**src/rtl/tsgate_pkg.sv**
```systemverilog
package tsgate_pkg;

  typedef enum logic {
    ST_WAIT = 1'b0,
    ST_COPY = 1'b1
  } relState_t;

  // strobes from control to datapath
  typedef struct packed {
    logic push;
    logic drop;
    logic pop;
    logic issue;
    logic issueLast;
  } relStrobe_t;

  // conditions from datapath to control
  typedef struct packed {
    logic descFire;
    logic inOrder;
    logic headReady;
    logic atLast;
  } relStatus_t;

endpackage

```
**src/rtl/tsgate_ctrl.sv**
```systemverilog
module tsgate_ctrl
  import tsgate_pkg::*;
(
  input  logic       clk,
  input  logic       rstN,
  input  logic       descNow,
  input  relStatus_t status,
  output relStrobe_t strobe
);

  relState_t state, stateNext;

  always_comb begin
    strobe    = '0;
    stateNext = state;
    strobe.push = status.descFire & (descNow | status.inOrder);
    strobe.drop = status.descFire & ~descNow & ~status.inOrder;
    case (state)
      ST_WAIT: begin
        if (status.headReady) begin
          strobe.pop = 1'b1;
          stateNext  = ST_COPY;
        end
      end
      ST_COPY: begin
        strobe.issue = 1'b1;
        if (status.atLast) begin
          strobe.issueLast = 1'b1;
          stateNext        = ST_WAIT;
        end
      end
      default: stateNext = ST_WAIT;
    endcase
  end

  always_ff @(posedge clk or negedge rstN) begin
    if (!rstN) state <= ST_WAIT;
    else       state <= stateNext;
  end

endmodule

```
**src/rtl/tsgate_dp.sv**
```systemverilog
module tsgate_dp
  import tsgate_pkg::*;
#(
  parameter int NCH    = 4,
  parameter int NBUF   = 4,
  parameter int MAXLEN = 16,
  parameter int QDEPTH = 4,
  parameter int TS_W   = 32,
  parameter int SMP_W  = 32,
  parameter int CNT_W  = 16,
  localparam int CH_W  = $clog2(NCH),
  localparam int BUF_W = $clog2(NBUF),
  localparam int OFF_W = $clog2(MAXLEN),
  localparam int PTR_W = (QDEPTH > 1) ? $clog2(QDEPTH) : 1,
  localparam int QC_W  = $clog2(QDEPTH + 1)
) (
  input  logic                   clk,
  input  logic                   rstN,
  input  logic                   epochStart,
  input  logic                   descValid,
  input  logic                   descNow,
  input  logic [TS_W-1:0]        descTs,
  input  logic [CH_W-1:0]        descChan,
  input  logic [BUF_W-1:0]       descBuf,
  input  logic [OFF_W-1:0]       descLen,
  input  relStrobe_t             strobe,
  output relStatus_t             status,
  output logic                   descReady,
  output logic [TS_W-1:0]        timeNow,
  output logic                   ramRdEn,
  output logic [BUF_W+OFF_W-1:0] ramAddr,
  input  logic [SMP_W-1:0]       ramData,
  output logic [NCH-1:0]         fifoWr,
  output logic [SMP_W-1:0]       fifoData,
  output logic                   freeValid,
  output logic [BUF_W-1:0]       freeBuf,
  output logic                   dropPulse,
  output logic [CNT_W-1:0]       dropCount
);

  // descriptor queue storage
  logic [TS_W-1:0]  qTs   [QDEPTH];
  logic [CH_W-1:0]  qChan [QDEPTH];
  logic [BUF_W-1:0] qBuf  [QDEPTH];
  logic [OFF_W-1:0] qLen  [QDEPTH];
  logic             qNow  [QDEPTH];
  logic [PTR_W-1:0] wrPtr, rdPtr;
  logic [QC_W-1:0]  qCount;

  // ordering reference
  logic [TS_W-1:0]  prevTs;
  logic             prevLive;
  logic [TS_W-1:0]  arrivalDiff, headDiff;

  // packet being copied
  logic [CH_W-1:0]  curChan;
  logic [BUF_W-1:0] curBuf;
  logic [OFF_W-1:0] curLen, offset;

  // write pipeline
  logic             wrPend, lastPend;
  logic [CH_W-1:0]  wrChan;
  logic [BUF_W-1:0] retBuf;

  assign descReady   = (qCount != QC_W'(QDEPTH));
  assign arrivalDiff = descTs - prevTs;
  assign headDiff    = timeNow - qTs[rdPtr];

  always_comb begin
    status.descFire  = descValid & descReady;
    // a same-cycle epoch pulse makes the reference count as already cleared
    status.inOrder   = ~(prevLive & ~epochStart) | ~arrivalDiff[TS_W-1];
    status.headReady = (qCount != '0) & (qNow[rdPtr] | ~headDiff[TS_W-1]);
    status.atLast    = (offset == curLen);
  end

  always_ff @(posedge clk) begin
    if (strobe.push) begin
      qTs[wrPtr]   <= descTs;
      qChan[wrPtr] <= descChan;
      qBuf[wrPtr]  <= descBuf;
      qLen[wrPtr]  <= descLen;
      qNow[wrPtr]  <= descNow;
    end
  end

  always_ff @(posedge clk or negedge rstN) begin
    if (!rstN) begin
      timeNow   <= '0;
      wrPtr     <= '0;
      rdPtr     <= '0;
      qCount    <= '0;
      prevTs    <= '0;
      prevLive  <= 1'b0;
      curChan   <= '0;
      curBuf    <= '0;
      curLen    <= '0;
      offset    <= '0;
      wrPend    <= 1'b0;
      lastPend  <= 1'b0;
      wrChan    <= '0;
      retBuf    <= '0;
      dropPulse <= 1'b0;
      dropCount <= '0;
    end else begin
      timeNow <= timeNow + 1'b1;
      if (strobe.push)
        wrPtr <= (wrPtr == PTR_W'(QDEPTH - 1)) ? '0 : wrPtr + 1'b1;
      if (strobe.pop)
        rdPtr <= (rdPtr == PTR_W'(QDEPTH - 1)) ? '0 : rdPtr + 1'b1;
      qCount <= qCount + QC_W'(strobe.push) - QC_W'(strobe.pop);

      if (epochStart) prevLive <= 1'b0;
      if (strobe.push && !descNow) begin
        prevTs   <= descTs;
        prevLive <= 1'b1;
      end

      if (strobe.pop) begin
        curChan <= qChan[rdPtr];
        curBuf  <= qBuf[rdPtr];
        curLen  <= qLen[rdPtr];
        offset  <= '0;
      end else if (strobe.issue) begin
        offset  <= offset + 1'b1;
      end

      wrPend   <= strobe.issue;
      lastPend <= strobe.issueLast;
      wrChan   <= curChan;
      retBuf   <= curBuf;

      dropPulse <= strobe.drop;
      if (strobe.drop && dropCount != '1) dropCount <= dropCount + 1'b1;
    end
  end

  assign ramRdEn   = strobe.issue;
  assign ramAddr   = {curBuf, offset};
  assign fifoData  = ramData;
  assign freeValid = lastPend;
  assign freeBuf   = retBuf;

  for (genvar c = 0; c < NCH; c++) begin : g_fifoWr
    assign fifoWr[c] = wrPend && (wrChan == CH_W'(c));
  end

endmodule

```
**src/rtl/tsgate_top.sv**
```systemverilog
module tsgate_top
  import tsgate_pkg::*;
#(
  parameter int NCH    = 4,
  parameter int NBUF   = 4,
  parameter int MAXLEN = 16,
  parameter int QDEPTH = 4,
  parameter int TS_W   = 32,
  parameter int SMP_W  = 32,
  parameter int CNT_W  = 16,
  localparam int CH_W  = $clog2(NCH),
  localparam int BUF_W = $clog2(NBUF),
  localparam int OFF_W = $clog2(MAXLEN)
) (
  input  logic                   clk,
  input  logic                   rstN,
  input  logic                   epochStart,
  input  logic                   descValid,
  input  logic                   descNow,
  input  logic [TS_W-1:0]        descTs,
  input  logic [CH_W-1:0]        descChan,
  input  logic [BUF_W-1:0]       descBuf,
  input  logic [OFF_W-1:0]       descLen,
  output logic                   descReady,
  output logic [TS_W-1:0]        timeNow,
  output logic                   ramRdEn,
  output logic [BUF_W+OFF_W-1:0] ramAddr,
  input  logic [SMP_W-1:0]       ramData,
  output logic [NCH-1:0]         fifoWr,
  output logic [SMP_W-1:0]       fifoData,
  output logic                   freeValid,
  output logic [BUF_W-1:0]       freeBuf,
  output logic                   dropPulse,
  output logic [CNT_W-1:0]       dropCount
);

  relStrobe_t strobe;
  relStatus_t status;

  tsgate_ctrl ctrl_i (
    .clk    (clk),
    .rstN   (rstN),
    .descNow(descNow),
    .status (status),
    .strobe (strobe)
  );

  tsgate_dp #(
    .NCH(NCH), .NBUF(NBUF), .MAXLEN(MAXLEN), .QDEPTH(QDEPTH),
    .TS_W(TS_W), .SMP_W(SMP_W), .CNT_W(CNT_W)
  ) dp_i (
    .clk       (clk),
    .rstN      (rstN),
    .epochStart(epochStart),
    .descValid (descValid),
    .descNow   (descNow),
    .descTs    (descTs),
    .descChan  (descChan),
    .descBuf   (descBuf),
    .descLen   (descLen),
    .strobe    (strobe),
    .status    (status),
    .descReady (descReady),
    .timeNow   (timeNow),
    .ramRdEn   (ramRdEn),
    .ramAddr   (ramAddr),
    .ramData   (ramData),
    .fifoWr    (fifoWr),
    .fifoData  (fifoData),
    .freeValid (freeValid),
    .freeBuf   (freeBuf),
    .dropPulse (dropPulse),
    .dropCount (dropCount)
  );

endmodule

```
**config.mk**
```make
export PLATFORM = sky130hd
export DESIGN_NAME = tsgate_top
export DESIGN_NICKNAME = d
export VERILOG_FILES = /design/src/rtl/tsgate_pkg.sv /design/src/rtl/tsgate_ctrl.sv /design/src/rtl/tsgate_dp.sv /design/src/rtl/tsgate_top.sv
export SDC_FILE = /design/constraint.sdc
export NUM_CORES = 1
export LEC_CHECK = 0
export BUFFER_PORTS_ARGS = -buffer_cell sky130_fd_sc_hd__buf_2
export CORE_ASPECT_RATIO = 1.5
export CORE_MARGIN = 2
export CORE_UTILIZATION = 40
export CTS_CLUSTER_DIAMETER = 200
export CTS_CLUSTER_SIZE = 40
export DETAILED_ROUTE_END_ITERATION = 8
export HOLD_SLACK_MARGIN = 0.05
export PLACE_DENSITY = 0.7
export SYNTH_ARGS = -nofsm -noshare
export SYNTH_HDL_FRONTEND = slang
export SYNTH_SLANG_ARGS = --single-unit
```
**constraint.sdc**
```tcl
create_clock -name clk -period 15.36 [get_ports clk]
set_clock_uncertainty 0.2 [all_clocks]
set_input_delay 0.768 -clock clk [delete_from_list [all_inputs] [get_ports clk]]
set_output_delay 0.768 -clock clk [all_outputs]
set_load 0.05 [all_outputs]
```
* Word-level counts from Yosys, hierarchy flattened *
Memory sizes are Yosys's and may differ from the RTL's. A register that Yosys moved wholly into a read port is not among the register bits.
Index checks and enable logic that the tools add are counted.

word-level totals
  register bits = 100
  memory bits (writable) = 164
  input port bits = 77
  output and inout bits = 96
  word-level logic and storage cells = 80
  memories = 5

memory list
  name        depth  width  read ports  clocked after Yosys merged registers in  write ports  line             RTL
  dp_i.qTs    4      32     1           0                                        1            tsgate_dp.sv:42  logic [TS_W-1:0] qTs [QDEPTH];
  dp_i.qLen   4      4      1           1                                        1            tsgate_dp.sv:45  logic [OFF_W-1:0] qLen [QDEPTH];
  dp_i.qBuf   4      2      1           1                                        1            tsgate_dp.sv:44  logic [BUF_W-1:0] qBuf [QDEPTH];
  dp_i.qChan  4      2      1           1                                        1            tsgate_dp.sv:43  logic [CH_W-1:0] qChan [QDEPTH];
  dp_i.qNow   4      1      1           0                                        1            tsgate_dp.sv:46  logic qNow [QDEPTH];

cells by class
  $add $sub $neg = 9
  equal/unequal tests = 8
  multiplexer cells = 14
  bitwise logic cells = 16
  reductions and logical operators = 14

operators by type and width
  kind                                           count
  subtractor 32 bit                              2
  adder 32 x 1 -> 32 bit, second input constant  1
  adder 16 x 1 -> 16 bit, second input constant  1
  inequality test 16 bit, second input constant  1
  == test 2 bit, second input constant           4
  2-to-1 mux 1 bit                               8
  2-to-1 mux 4 bit                               2
  NOT 1 bit                                      7
  AND 1 bit                                      6
  logical AND 1 bit                              6
  2-to-1 mux 2 bit                               3
  adder 2 x 1 -> 2 bit, second input constant    2
  adder 4 x 1 -> 4 bit, second input constant    1
  == test 4 bit                                  1
  zero test 1 bit                                4
  nonzero test 2 bit                             2
  adder 3 x 1 -> 3 bit                           1
  inequality test 3 bit, second input constant   1
  bitwise OR 1 bit                               3
  nonzero test 3 bit                             1
  subtractor 3 x 1 -> 3 bit                      1
  == test 2 x 1 -> 1 bit, second input constant  1
  zero test 2 bit                                1
  one-hot mux 1 bit (2 select lines)             1

* Logic depth before layout (Yosys ltp) *
  depth after elaboration = 8
  gate-level depth with buffers = 19
  mapped depth without buffers = 15

* Modules after synthesis *
From an unflattened synthesis, not the netlist that was laid out.

second synthesis, totals
  cell total of the unflattened synthesis = 863
  area total of the unflattened synthesis = 12187.9 um2

by module, submodules not included
  module       times used  cells an instance  area an instance (um2)  sequential area each (um2)
  tsgate_dp    1           855                12114.1                 7602.3
  tsgate_ctrl  1           8                  73.8                    25.0

* Least setup slack after synthesis *
No wires, ideal clock.

  path kind = flip-flop to flip-flop
  start = register dp_i.rdPtr[0]
  end = register dp_i.qCount[2]
  library setup time = 0.123 ns
  arrival = 4.728 ns
  required time = 15.037 ns
  setup slack = 10.309 ns
  stages on the path, launching flop included = 19
  buffers on the path = 4
  period minus slack after synthesis = 5.051 ns
  cells stage by stage = dfrtp_1 buf_6 buf_1 buf_1 mux4_2 inv_1 ha_1 a211o_1 a2111oi_0 o21a_1 o32ai_1 or3_4 buf_6 inv_1 ha_1 inv_1 ha_1 fa_1 xnor2_1

RTL lines
  element                   line              RTL
  start: declaration        tsgate_dp.sv:47   logic [PTR_W-1:0] wrPtr, rdPtr;
  start signal: assignment  tsgate_dp.sv:110  rdPtr <= (rdPtr == PTR_W'(QDEPTH - 1)) ? '0 : rdPtr + 1'b1;
  end signal: assignment    tsgate_dp.sv:111  qCount <= qCount + QC_W'(strobe.push) - QC_W'(strobe.pop);
  end: declaration          tsgate_dp.sv:48   logic [QC_W-1:0] qCount;

==> reports/qor.yml <==
powerDensity_nw_per_um2: 158.0
startpoint_type: "flop"
critical_path.cell_chain: "buf_4, mux4_2, inv_1, ha_1, a21oi_1, a21boi_0, nor4_1, o22ai_2, mux2i_1, or3_4, inv_1, ha_1, inv_1, ha_1, fa_1"
layout-drive-gt1-share_pct: 25.36
worst_pin_slew_ns: 1.159
row_count: 78
fin_crit_sh_pct: 33.78
synth_nets: 966
dr.pass1.iters: 4
grt_antenna_before_repair: 0
hold_start: "dp_i.curChan[1]$_DFFE_PN0P_"
tns_ns: 0
r2r_slack_ns: 10.17
synth-edff-count: 164
dp.cells: 1286
r2r-end: "dp_i.qCount[1]$_DFF_PN0_"
fin_nets: 1047
globalplace.congestion: 0.7886
numCtsBuffers: 10
ys_seq_elements: 272
htreeDepth: 1
max_slew_margin_pct: 22.77
power_mw: 2.109
clock_path_buffers: 3
whs_path_depth: 0
regArea_um2: 7630
cts_tree: "done"
routedWlPerCell_um: 17.61
synthFlopType: "edfxtp_1"
setup_violations: 0
route.detailed.drc: 0
dp_hpwl_um: 16300
multi_input_comb_area_um2: 4039
final_hold_viol_count: 0
final_max_slew_viol_count: 0
fillers: 2691
worst-path-buf-inv: 4
ys_types: 54
max_freq_ghz: 0.1928
stdcell_count: 1303
cp.required_ns: 15.55
ys_seq_area_share_pct: 62.30
path_max_fanout: 25
critPathTopFamily: "simple AND/OR/NAND/NOR gates"
die_h_um: 218.3
numPortBuffers: 108
ios: 173
clkSinkCount: 272
async_flop_share_pct: 39.71
status: "complete, no violations"
finalCriticalPeriod_ns: 5.188
viasPerCell: 5.071
num_antenna_cells: 0
r2r_cells: 15
grt_pass1_wl_um: 36710
crit_slowest_cell: "dfrtp_2"
grt_pass1_vias: 6966
whs_endpoint: "dp_i.wrChan[1]$_DFF_PN0_"
initial_core_util_pct: 40.60
synth.cell_area_um2: 12240
power_leakage_nw: 5.538
clk_pin_slew_ns: 0.14
slowest_delay_ns: 0.81
worstSetupPathType: "flop to flop"
avgSynthCellArea_um2: 14.97
rsz0062_at_grt: "no"
ctsResizeCount: 0
die-width_um: 146.8
maxCapViolCount: 0
coreArea_um2: 30160
cp-end-kind: "flop"
max-vdd-ir-drop_mv: 0.07992
setup_slack_ns: 10.17
cts-root-buf: "clkbuf_16"
min_path_type: "flop to flop"
place_ws_ns: 9.995
clk_latency_ns: 0.50
dieArea_um2: 32050
crit_arrival_ns: 5.38
syn_inst: 818
r2r_start: "dp_i.rdPtr[0]$_DFFE_PN0P_"
ant_nets: 0
area_growth_pct: 9.024
gr-total-overflow: 0
track_usage_pct: 14.54
grt_start_max_net_pins: 70
vias: 6608
yosys_warnings: 0
wirelength_um: 22950
drtIter0Drc: 293
[cell usage after synthesis (2+ instances only)]
| cell type | number | area, um2 |
|---|---|---|
| mux2_2 | 39 | 439.2 |
| a21o_1 | 3 | 22.52 |
| buf_6 | 2 | 22.52 |
| o21ai_0 | 9 | 45.04 |
| a221oi_1 | 3 | 26.28 |
| mux2_4 | 7 | 105.1 |
| dfrtp_1 | 108 | 2703 |
| a21oi_1 | 23 | 115.1 |
| and4_1 | 5 | 43.79 |
| and3_1 | 13 | 81.33 |
| and2_1 | 5 | 31.28 |
| inv_1 | 73 | 274.0 |
| or2_2 | 2 | 12.51 |
| o21a_1 | 2 | 15.01 |
| clkbuf_1 | 6 | 22.52 |
| nand4_1 | 21 | 131.4 |
| buf_1 | 4 | 15.01 |
| buf_2 | 3 | 15.01 |
| nor2_1 | 27 | 101.4 |
| nor2b_1 | 3 | 18.77 |
| edfxtp_1 | 164 | 4925 |
| o211ai_1 | 2 | 15.01 |
| a21oi_2 | 2 | 17.52 |
| ha_1 | 70 | 875.8 |
| nor3_1 | 5 | 25.02 |
| nand2_1 | 41 | 153.9 |
| xor2_1 | 10 | 87.58 |
| a22o_1 | 3 | 26.28 |
| o221ai_1 | 2 | 17.52 |
| buf_4 | 32 | 240.2 |
| nand3_1 | 25 | 125.1 |
| nor4_1 | 2 | 12.51 |
| xnor2_1 | 41 | 359.1 |
| mux4_2 | 41 | 923.4 |
[layout by cell type (no fill, tap or decap), types with 2 or more instances in the layout]
| cell type | Yosys | final |
|---|---|---|
| clkbuf_1 | 6 | 4 |
| xor2_1 | 10 | 10 |
| dfrtp_2 | 0 | 2 |
| ha_1 | 70 | 70 |
| o211ai_1 | 2 | 2 |
| inv_1 | 73 | 73 |
| nand3_1 | 25 | 25 |
| nor2_1 | 27 | 27 |
| buf_4 | 32 | 8 |
| and2_2 | 0 | 4 |
| clkbuf_16 | 0 | 11 |
| dfrtp_1 | 108 | 106 |
| edfxtp_1 | 164 | 164 |
| a21o_1 | 3 | 3 |
| a22o_1 | 3 | 3 |
| o21a_1 | 2 | 2 |
| nand4_1 | 21 | 21 |
| xnor2_1 | 41 | 41 |
| nor2b_1 | 3 | 3 |
| and3_1 | 13 | 13 |
| a21oi_1 | 23 | 23 |
| mux2_2 | 39 | 39 |
| mux4_2 | 41 | 41 |
| o221ai_1 | 2 | 2 |
| mux2_4 | 7 | 7 |
| nand2_1 | 41 | 41 |
| buf_2 | 3 | 107 |
| a221oi_1 | 3 | 3 |
| nor4_1 | 2 | 2 |
| nor3_1 | 5 | 5 |
| or2_2 | 2 | 2 |
| and4_1 | 5 | 5 |
| o21ai_0 | 9 | 9 |
[power by group]
part / switching [mW] / internal, mW
registers: 0.0793 / 0.949
clock network: 0.210 / 0.135
logic: 0.418 / 0.318
total: 0.707 / 1.40
[stage by stage]
stage                     hold slack [ns]  utilization (%)  area, um2
final                              0.2047            44.26      13350
after global routing               0.2215            44.26      13350
after CTS                          0.2091            44.26      13350
after detailed placement           0.1771            43.24      13040
after global placement             0.1759            43.24      13040
after floorplan                    0.1539                -      12240
[worst max path at each step]
stage | cells after the start | from | endpoint | slack [ns]
2_1_floorplan | 18 | dp_i.rdPtr[0]$_DFFE_PN0P_ | dp_i.qCount[2]$_DFF_PN0_ | 10.31
3_3_place_gp | 16 | dp_i.rdPtr[0]$_DFFE_PN0P_ | dp_i.qCount[2]$_DFF_PN0_ | 10.08
3_5_place_dp | 15 | dp_i.rdPtr[0]$_DFFE_PN0P_ | dp_i.qCount[1]$_DFF_PN0_ | 9.99
4_1_cts | 15 | dp_i.rdPtr[0]$_DFFE_PN0P_ | dp_i.qCount[1]$_DFF_PN0_ | 9.98
5_1_grt | 15 | dp_i.rdPtr[0]$_DFFE_PN0P_ | dp_i.qCount[2]$_DFF_PN0_ | 9.76
6_report | 15 | dp_i.rdPtr[0]$_DFFE_PN0P_ | dp_i.qCount[1]$_DFF_PN0_ | 10.17
[cells by family (layout without fill, tap and decap cells)]
kind of cell | count (synthesis) | count (layout) | synth area share [%]
xor+xnor | 52 | 52 | 3.781
compound gates | 60 | 60 | 3.250
flops | 272 | 272 | 62.30
fa+ha+maj | 71 | 71 | 7.317
mux | 88 | 88 | 12.07
buf+inv | 120 | 205 | 4.813
simple gates | 155 | 155 | 6.469
[state kept, by name, indices dropped and copies added, names as in the netlist, 4 cells and up]
| name | cells |
|---|---|
| dp_i.timeNow | 32 |
| dp_i.dropCount | 16 |
| dp_i.prevTs | 32 |
| dp_i.qBuf | 8 |
| dp_i.qChan | 8 |
| dp_i.offset | 4 |
| dp_i.qNow | 4 |
| dp_i.curLen | 4 |
| dp_i.qLen | 16 |
| dp_i.qTs | 128 |
[worst register-to-register path, cell delays in order, from the launching register on]
cell      delay (ns)
dfrtp_2         0.81
buf_4           0.56
mux4_2          0.59
inv_1           0.07
ha_1            0.24
a21oi_1         0.15
a21boi_0        0.09
nor4_1          0.59
o22ai_2         0.16
mux2i_1         0.17
or3_4           0.49
inv_1           0.09
ha_1            0.22
inv_1           0.06
ha_1            0.16
fa_1            0.43
[area by class of cell]
cell class	instances	share of cell area, %
Clock buffer	15	2.175
Clock inverter	1	0.06562
Inverter	73	2.053
Multi-Input combinational cell	426	30.26
Sequential cell	272	57.16
Tap cell	400	3.750
Timing Repair Buffer	116	4.537
[repair_timing]
action / 4_1_cts / 5_1_grt
setup buffers: 0 / 0
hold endpoints to repair: 22 / 0
hold buffers: 1 / 0
[routing by layer]
layer | share of wire (%) | GRT usage [%] | up-vias | wire length (um)
met1 | 41 | 17.53 | 3337 | 9366
met4 | 2.4 | 4.563 | 0 | 562
li1 | - | - | 3125 | -
met2 | 53 | 27.01 | 111 | 12130
met3 | 3.8 | 1.795 | 35 | 883
met5 | 0 | 0 | - | 0
Note: power is estimated with default switching activity, not from simulation.
